File: config.mk
export PLATFORM = sky130hd
export DESIGN_NAME = dual_wiper_serial_if
export DESIGN_NICKNAME = d
export VERILOG_FILES = /design/src/rtl/wsi_pkg.sv /design/src/rtl/wsi_sync.sv /design/src/rtl/wsi_shifter.sv /design/src/rtl/wsi_wiper_bank.sv /design/src/rtl/dual_wiper_serial_if.sv
export SDC_FILE = /design/constraint.sdc
export NUM_CORES = 1
export LEC_CHECK = 0
export CAP_MARGIN = 20
export CORE_MARGIN = 1.5
export CORE_UTILIZATION = 43
export CTS_CLUSTER_DIAMETER = 200
export DETAILED_ROUTE_END_ITERATION = 12
export PLACE_DENSITY_LB_ADDON = 0.15
export SYNTH_ARGS = -nofsm -noshare
export SYNTH_HDL_FRONTEND = slang
export SYNTH_SLANG_ARGS = --single-unit
File: constraint.sdc
create_clock -name clk -period 4.1 [get_ports clk]
set_clock_uncertainty 0.1 [all_clocks]
set_input_delay 1.025 -clock clk [delete_from_list [all_inputs] [get_ports clk]]
set_output_delay 1.025 -clock clk [all_outputs]
set_load 0.02 [all_outputs]
File: src/rtl/wsi_pkg.sv
package wsi_pkg;
  localparam int CODE_W   = 8;
  localparam int NUM_CH   = 2;
  localparam int ADDR_W   = (NUM_CH > 1) ? $clog2(NUM_CH) : 1;
  localparam int WORD_W   = ADDR_W + CODE_W;
  localparam int CNT_W    = $clog2(WORD_W + 1);

  typedef logic [WORD_W-1:0] word_t;
  typedef logic [CODE_W-1:0] code_t;
  typedef logic [ADDR_W-1:0] addr_t;
  typedef logic [CNT_W-1:0]  cnt_t;

  function automatic addr_t word_addr(input word_t w);
    return w[WORD_W-1 -: ADDR_W];
  endfunction

  function automatic code_t word_code(input word_t w);
    return w[CODE_W-1:0];
  endfunction

  function automatic code_t midscale();
    code_t m;
    m = '0;
    m[CODE_W-1] = 1'b1;
    return m;
  endfunction

  function automatic logic frame_complete(input cnt_t c);
    return (int'(c) >= WORD_W);
  endfunction

  function automatic cnt_t count_step(input cnt_t c);
    return frame_complete(c) ? c : cnt_t'(c + 1'b1);
  endfunction
endpackage

File: src/rtl/wsi_sync.sv
module wsi_sync #(
  parameter int             W       = 1,
  parameter int             STAGES  = 2,
  parameter logic [W-1:0]   RST_VAL = '0
) (
  input  logic         clk,
  input  logic         rst_n,
  input  logic [W-1:0] d,
  output logic [W-1:0] q
);
  logic [STAGES-1:0][W-1:0] chain;

  always_ff @(posedge clk or negedge rst_n) begin
    if (!rst_n) chain <= {STAGES{RST_VAL}};
    else        chain <= {chain[STAGES-2:0], d};
  end

  assign q = chain[STAGES-1];
endmodule

File: src/rtl/wsi_shifter.sv
module wsi_shifter
  import wsi_pkg::*;
(
  input  logic  clk,
  input  logic  rst_n,
  input  logic  shift_en,
  input  logic  bit_in,
  input  logic  clr,
  output word_t word,
  output cnt_t  bit_cnt
);
  always_ff @(posedge clk or negedge rst_n) begin
    if (!rst_n) begin
      word    <= '0;
      bit_cnt <= '0;
    end else if (clr) begin
      bit_cnt <= '0;
    end else if (shift_en) begin
      word    <= {word[WORD_W-2:0], bit_in};
      bit_cnt <= count_step(bit_cnt);
    end
  end
endmodule

File: src/rtl/wsi_wiper_bank.sv
module wsi_wiper_bank
  import wsi_pkg::*;
(
  input  logic                          clk,
  input  logic                          rst_n,
  input  logic                          load_en,
  input  word_t                         word,
  output logic [NUM_CH-1:0][CODE_W-1:0] codes,
  output logic [NUM_CH-1:0]             stb
);
  addr_t dest;
  assign dest = word_addr(word);

  for (genvar ch = 0; ch < NUM_CH; ch++) begin : g_ch
    logic hit;
    assign hit = load_en && (int'(dest) == ch);

    always_ff @(posedge clk or negedge rst_n) begin
      if (!rst_n) begin
        codes[ch] <= midscale();
        stb[ch]   <= 1'b0;
      end else begin
        stb[ch] <= hit;
        if (hit) codes[ch] <= word_code(word);
      end
    end
  end
endmodule

File: src/rtl/dual_wiper_serial_if.sv
module dual_wiper_serial_if
  import wsi_pkg::*;
#(
  parameter int SYNC_STAGES = 2
) (
  input  logic                                 clk,
  input  logic                                 rst_n,
  input  logic                                 sclk,
  input  logic                                 csn,
  input  logic                                 sdi,
  output logic [NUM_CH-1:0][CODE_W-1:0]        wiper_code,
  output logic [NUM_CH-1:0]                    load_stb
);
  logic [1:0] clk_dat_s;
  logic       sclk_s, sdi_s, csn_s;
  logic       sclk_q, csn_q;

  // Named internal events, observed by the checker
  logic  sclk_rise_w;
  logic  cs_rise_w;
  logic  shift_en_w;
  logic  commit_w;
  word_t word_w;
  cnt_t  bit_cnt_w;

  wsi_sync #(.W(2), .STAGES(SYNC_STAGES), .RST_VAL(2'b00)) u_sync_cd (
    .clk(clk), .rst_n(rst_n), .d({sclk, sdi}), .q(clk_dat_s)
  );
  wsi_sync #(.W(1), .STAGES(SYNC_STAGES), .RST_VAL(1'b1)) u_sync_cs (
    .clk(clk), .rst_n(rst_n), .d(csn), .q(csn_s)
  );

  assign sclk_s = clk_dat_s[1];
  assign sdi_s  = clk_dat_s[0];

  always_ff @(posedge clk or negedge rst_n) begin
    if (!rst_n) begin
      sclk_q <= 1'b0;
      csn_q  <= 1'b1;
    end else begin
      sclk_q <= sclk_s;
      csn_q  <= csn_s;
    end
  end

  assign sclk_rise_w = sclk_s & ~sclk_q;
  assign cs_rise_w   = csn_s & ~csn_q;
  assign shift_en_w  = sclk_rise_w & ~csn_s;
  assign commit_w    = cs_rise_w & frame_complete(bit_cnt_w);

  wsi_shifter u_shift (
    .clk(clk), .rst_n(rst_n), .shift_en(shift_en_w), .bit_in(sdi_s),
    .clr(cs_rise_w), .word(word_w), .bit_cnt(bit_cnt_w)
  );

  wsi_wiper_bank u_bank (
    .clk(clk), .rst_n(rst_n), .load_en(commit_w), .word(word_w),
    .codes(wiper_code), .stb(load_stb)
  );
endmodule

==> impl_metrics.tcl, run 1 <==
set metrics [dict create \
    setup_slack_ns 1.49 \
    synth.cell_area_mm2 0.00147 \
    holdCritPathClass "register to register" \
    cts_resized 0 \
    cp_cell_sequence "clkdlybuf4s50_1" \
    synth_top_family_by_area "multiplexers" \
    syn_inst 90 \
    antenna_found_initial 0 \
    crit_path_top_delay_cell "clkdlybuf4s50_1" \
    die_height_um 61.5 \
    cap_violations 0 \
    ant_nets 0 \
    ys_types 20 \
    cts_root_buf "clkbuf_4" \
    power_uw 801 \
    areaGrowthSynthToFinish_pct 24.0 \
    cts_tree "built" \
    mostFrequentLayoutCells "dfrtp_1, mux2_2, clkdlybuf4s50_1, clkbuf_4, dfstp_2" \
    utilization 0.552 \
    row_count 21 \
    synth.largest_area_cell "dfrtp_1" \
    final_common_cell "dfrtp_1" \
    slew_viol_final 0 \
    powerDensity_mw_per_mm2 438 \
    cts_setup_buffers 0 \
    syn_nets 98 \
    start_kind "register" \
    yosysSeqAreaShare 0.666 \
    place_area_mm2 0.00174 \
    pre_cts_ws_ns 1.87 \
    critical_path_class "register to primary output" \
    die_width_um 61.5 \
    crit_arrival_ns 1.48 \
    synth_top_area_frac 0.577 \
    fin_crit_sh 0.636 \
    avgRoutedWirePerCell_um 13.4 \
    pin_count 23 \
    layout_min_cycle_time_ns 2.61 \
    synth_compound_area_frac 0.0280 \
    end_kind "primary output" \
    required_ns 2.97 \
    hpwl_um 1440 \
    cts_buffer_depth 2 \
    grt_pass1_vias 742 \
    reg2reg_from "u_shift.bit_cnt[0]" \
    drc 0 \
    yosysWarnings 0 \
    cp-startpoint "u_bank.codes[7]" \
    worst_skew_pair.late_latency_ns 0.34 \
    max_slew_margin 0.350 \
    grt_max_degree 40 \
    crit_path_max_incr_delay_ns 0.59 \
    yosys_register_bits 39 \
    die-area_mm2 0.00379 \
    htree_levels 2 \
    clk_pin_slew_ns 0.11 \
    globalplace.congestion 0.639 \
    fin_nets 126 \
    multiInputGateArea_um2 472 \
    synth-simple-area-share 0.0620 \
    rsz0062_at_grt "no" \
    cp_max_fo 2 \
    power.leakage_nw 0.869 \
    peakVddDrop_uv 302 \
    min_from "u_sync_cd.chain[1]" \
    start_util 0.445 \
    nFillCells 290 \
    worstMarginPinSlew_ns 0.970 \
    drt-initial-drc-count 24 \
    drtPass1Iterations 3 \
    grt_usage 0.139 \
    cp.buffers_inverters 1 \
    yosys.area_share.adder 0.0255 \
    grt_first_pass_wirelength_um 3620 \
    clock_sinks 39 \
    final_area_mm2 0.00183 \
    coreArea_mm2 0.00331 \
    num_vias 807 \
    synthMuxAreaShare 0.205 \
    hold_violations 0 \
    diodes 0 \
    drive_above_1_share 0.370 \
    vias_per_cell 4.89 \
    setup_tns_ns 0 \
    io_buffers 22 \
    overflow 0 \
    postCtsHoldBufs 0 \
    setup_violations 0 \
    tritoncts.num_buffers 5 \
    regArea_um2 982 \
    synth_area_leaders "dfrtp_1, mux2_2, dfstp_2" \
    synth_area_per_cell_um2 16.4 \
    crit_family "buffers and inverters" \
    fmax_mhz 384 \
    synth-xor-area-share 0 \
    outcome "completed" \
    wl_um 2210 \
]
metal layers:
metal | track usage | routed length, um | vias up
met5 | 0 | 0 | -
met4 | 0.0912 | 50 | 0
met3 | 0.0441 | 86 | 7
met2 | 0.182 | 1020 | 20
met1 | 0.197 | 1060 | 407
li1 | - | - | 373
final timing paths:
| path | end | slack [ns] | depth (start not counted) |
|---|---|---|---|
| max | wiper_code[7] | 1.49 | 1 |
| min | u_sync_cd.q[1] | 0.26 | 0 |
| max reg2reg | u_bank.codes[0] | 1.98 | 5 |
| min reg2reg | u_sync_cd.q[1] | 0.26 | 0 |
| max in group asynchronous | u_bank.codes[8] | 2.72 | 1 |
| min in group asynchronous | u_shift.bit_cnt[2] | 0.66 | 1 |
logic make-up (layout without fill, tap and decap cells):
kind of cell,after synthesis,in the layout
simple gates,10,10
compound gates,6,6
mux,27,27
buf+inv,5,34
flops,39,39
fa+ha+maj,3,3
Yosys cell counts:
cell type	instances
buf_2	1
dfrtp_1	34
dfstp_2	5
ha_1	3
inv_1	3
inv_2	1
mux2_2	25
mux2i_1	2
nand2_1	3
nand2b_1	1
nand4_1	1
nand4b_2	1
nor2b_1	1
nor3b_2	2
nor4_4	1
o211a_1	1
o211ai_1	1
o21a_1	1
o21ai_0	2
o22ai_1	1
state kept, by name, indices dropped and copies added, names as in the netlist:
name             cells
u_bank.codes        16
u_shift.word         9
u_shift.bit_cnt      4
u_bank.stb           2
u_sync_cd.chain      2
u_sync_cd.q          2
csn_q                1
sclk_q               1
u_sync_cs.chain      1
u_sync_cs.q          1
final cells by class:
cell class | count | area share
clock buffers | 6 | 0.0281
clock inverters | 2 | 0.0192
inverters | 4 | 0.00821
multi-input cells | 46 | 0.258
flip-flops and latches | 39 | 0.537
well taps | 46 | 0.0315
repair buffers | 22 | 0.118
report_power, final:
group	switching [mW]	internal, mW	total, mW
combinational	0.0285	0.0402	0.0686
sequential	0.0393	0.427	0.466
clock	0.122	0.144	0.266
total	0.190	0.611	0.801
stage by stage:
step                      hold WS, ns  instances
after floorplan                 0.231         90
after global placement          0.232        157
after detailed placement        0.241        157
after CTS                       0.263        165
after global routing            0.267        165
final                           0.258        165
Note: power is estimated with default switching activity, not from simulation.
==> inputs of run 2 (changes only) <==
==> constraint.sdc (replaced) <==
create_clock -name clk -period 2.2 [get_ports clk]
set_clock_uncertainty 0.1 [all_clocks]
set_input_delay 0.55 -clock clk [delete_from_list [all_inputs] [get_ports clk]]
set_output_delay 0.55 -clock clk [all_outputs]
set_load 0.02 [all_outputs]
==> run 2 against run 1 <==
  * Cell area down 0.75%
  * Die area unchanged
  * Worst hold slack worse by 0.11 ns
  * Setup slack worse by 1.4 ns
  * Total power up 67%
  * Critical path type unchanged
==> impl_metrics.tcl, run 2 (synthesis gave the netlist of run 1 again) <==
set metrics [dict create \
    top_register "u_bank.codes" \
    final_cells 168 \
    cap_violations 0 \
    fmax_mhz 472 \
    multiInputGateArea_um2 472 \
    outcome "completed" \
    pre_cts_ws_ns 0.166 \
    start_kind "register" \
    drive_above_1_share 0.369 \
    row_count 21 \
    cts_tree "built" \
    clk_pin_slew_ns 0.11 \
    crit_path_max_incr_delay_ns 0.59 \
    regArea_um2 982 \
    crit_end "wiper_code[7]" \
    rsz0062_at_grt "no" \
    drt-initial-drc-count 13 \
    nFillCells 303 \
    power.share.clock 0.252 \
    path_depth 1 \
    htree_levels 2 \
    drc 0 \
    grt_max_degree 40 \
    grt_pass1_vias 756 \
    hold_violations 0 \
    peakVddDrop_uv 371 \
    max_slew_margin 0.677 \
    p_int_uw 997 \
    diodes 0 \
    cp-startpoint "u_bank.codes[7]" \
    worst_skew_pair.late_latency_ns 0.33 \
    cp_cell_sequence "clkdlybuf4s50_1" \
    p_comb_frac 0.097 \
    netSwitchingPower_uw 338 \
    crit_path_top_delay_cell "clkdlybuf4s50_1" \
    cts_setup_buffers 0 \
    critical_path_class "register to primary output" \
    start_util 0.445 \
    placed_cells 160 \
    die-area_mm2 0.00379 \
    pwr-share-seq 0.651 \
    fin_crit_sh 0.962 \
    largest_reg_flops 16 \
    setup_violations 0 \
    r2r_end "u_bank.codes[8]" \
    final_common_cell "dfrtp_1" \
    tritoncts.num_buffers 5 \
    holdCritPathClass "input port to asynchronous set/reset pin" \
    coreArea_mm2 0.00331 \
    r2r_cells 4 \
    r2r_slack_ns 0.16 \
    switching_share 0.253 \
    num_vias 827 \
    reg2reg_from "u_shift.bit_cnt[0]" \
    reg_top3 "u_bank.codes x16, u_shift.word x9, u_shift.bit_cnt x4" \
    cts_buffer_depth 2 \
    vias_per_cell 4.92 \
    crit_arrival_ns 1.47 \
    end_kind "primary output" \
    fin_nets 129 \
    io_buffers 22 \
    antenna_found_initial 0 \
    cp.buffers_inverters 1 \
    globalplace.congestion 0.694 \
    grt_first_pass_wirelength_um 3510 \
    grt_usage 0.135 \
    worstMarginPinSlew_ns 0.485 \
    mostFrequentLayoutCells "dfrtp_1, mux2_2, clkdlybuf4s50_1, clkbuf_4, dfstp_2" \
    overflow 0 \
    power.leakage_nw 0.866 \
    slew_viol_final 0 \
    setup_tns_ns 0 \
    areaGrowthSynthToFinish_pct 23.1 \
    drtPass1Iterations 4 \
    layout_min_cycle_time_ns 2.12 \
    utilization 0.548 \
    cts_root_buf "clkbuf_4" \
    wl_um 2230 \
    avgRoutedWirePerCell_um 13.3 \
    ant_nets 0 \
    die_width_um 61.5 \
    setup_slack_ns 0.0832 \
    crit_family "buffers and inverters" \
    cp_max_fo 2 \
    required_ns 1.55 \
    pin_count 23 \
    die_height_um 61.5 \
    postCtsHoldBufs 0 \
    cts_resized 0 \
    clock_sinks 39 \
    powerDensity_mw_per_mm2 736 \
]
-- run 2: cell types whose count changed in the layout (fill, tap and decap cells not counted) --
cell / previous run / this run
bufinv_16: 1 / 0
clkbuf_1: 0 / 2
buf_4: 0 / 3
clkbuf_8: 1 / 0
-- run 2: cell type report --
cell class / count / area share
repair buffers: 25 / 0.131
clock inverters: 1 / 0.00276
inverters: 4 / 0.00828
multi-input cells: 46 / 0.260
clock buffers: 7 / 0.0248
well taps: 46 / 0.0317
flip-flops and latches: 39 / 0.541
-- run 2: worst min path at each step --
stage / startpoint / to / slack [ns] / depth (start not counted)
4_1_cts: rst_n / u_shift.bit_cnt[0] / 0.16 / 2
3_5_place_dp: u_sync_cd.chain[0] / u_sync_cd.q[0] / 0.24 / 0
3_3_place_gp: u_sync_cd.chain[1] / u_sync_cd.q[1] / 0.23 / 0
5_1_grt: rst_n / u_shift.bit_cnt[2] / 0.17 / 2
2_1_floorplan: rst_n / sclk_q / 0.15 / 0
6_report: rst_n / u_shift.bit_cnt[2] / 0.15 / 2
-- run 2: worst reg2reg max path, stage by stage (launching register included) --
cell and delay (ns):
dfrtp_1 0.46, ha_1 0.23, nor3b_2 0.40, nand4b_2 0.36, mux2_2 0.37
-- run 2: metrics by stage --
step / hold WS, ns / power [mW] / cell area, um2
floorplan: 0.154 / 0.958 / 1470
global placement: 0.232 / 1.01 / 1760
detailed placement: 0.237 / 1.02 / 1760
CTS: 0.159 / 1.36 / 1810
global route: 0.173 / 1.41 / 1810
finish: 0.146 / 1.34 / 1810
-- run 2: power groups by stage --
stage	logic, mW	clock network (mW)	registers (mW)
after detailed placement	0.132	0	0.885
after global placement	0.127	0	0.883
after global routing	0.145	0.385	0.884
after floorplan	0.0988	0	0.859
after CTS	0.133	0.353	0.870
final	0.129	0.336	0.870
-- run 2: metal layers --
layer,global-route usage,wire [um],vias to the layer above
met5,0,0,-
met4,0.0547,15,0
met3,0.0567,109,2
met2,0.197,1110,21
met1,0.178,988,422
li1,-,-,382
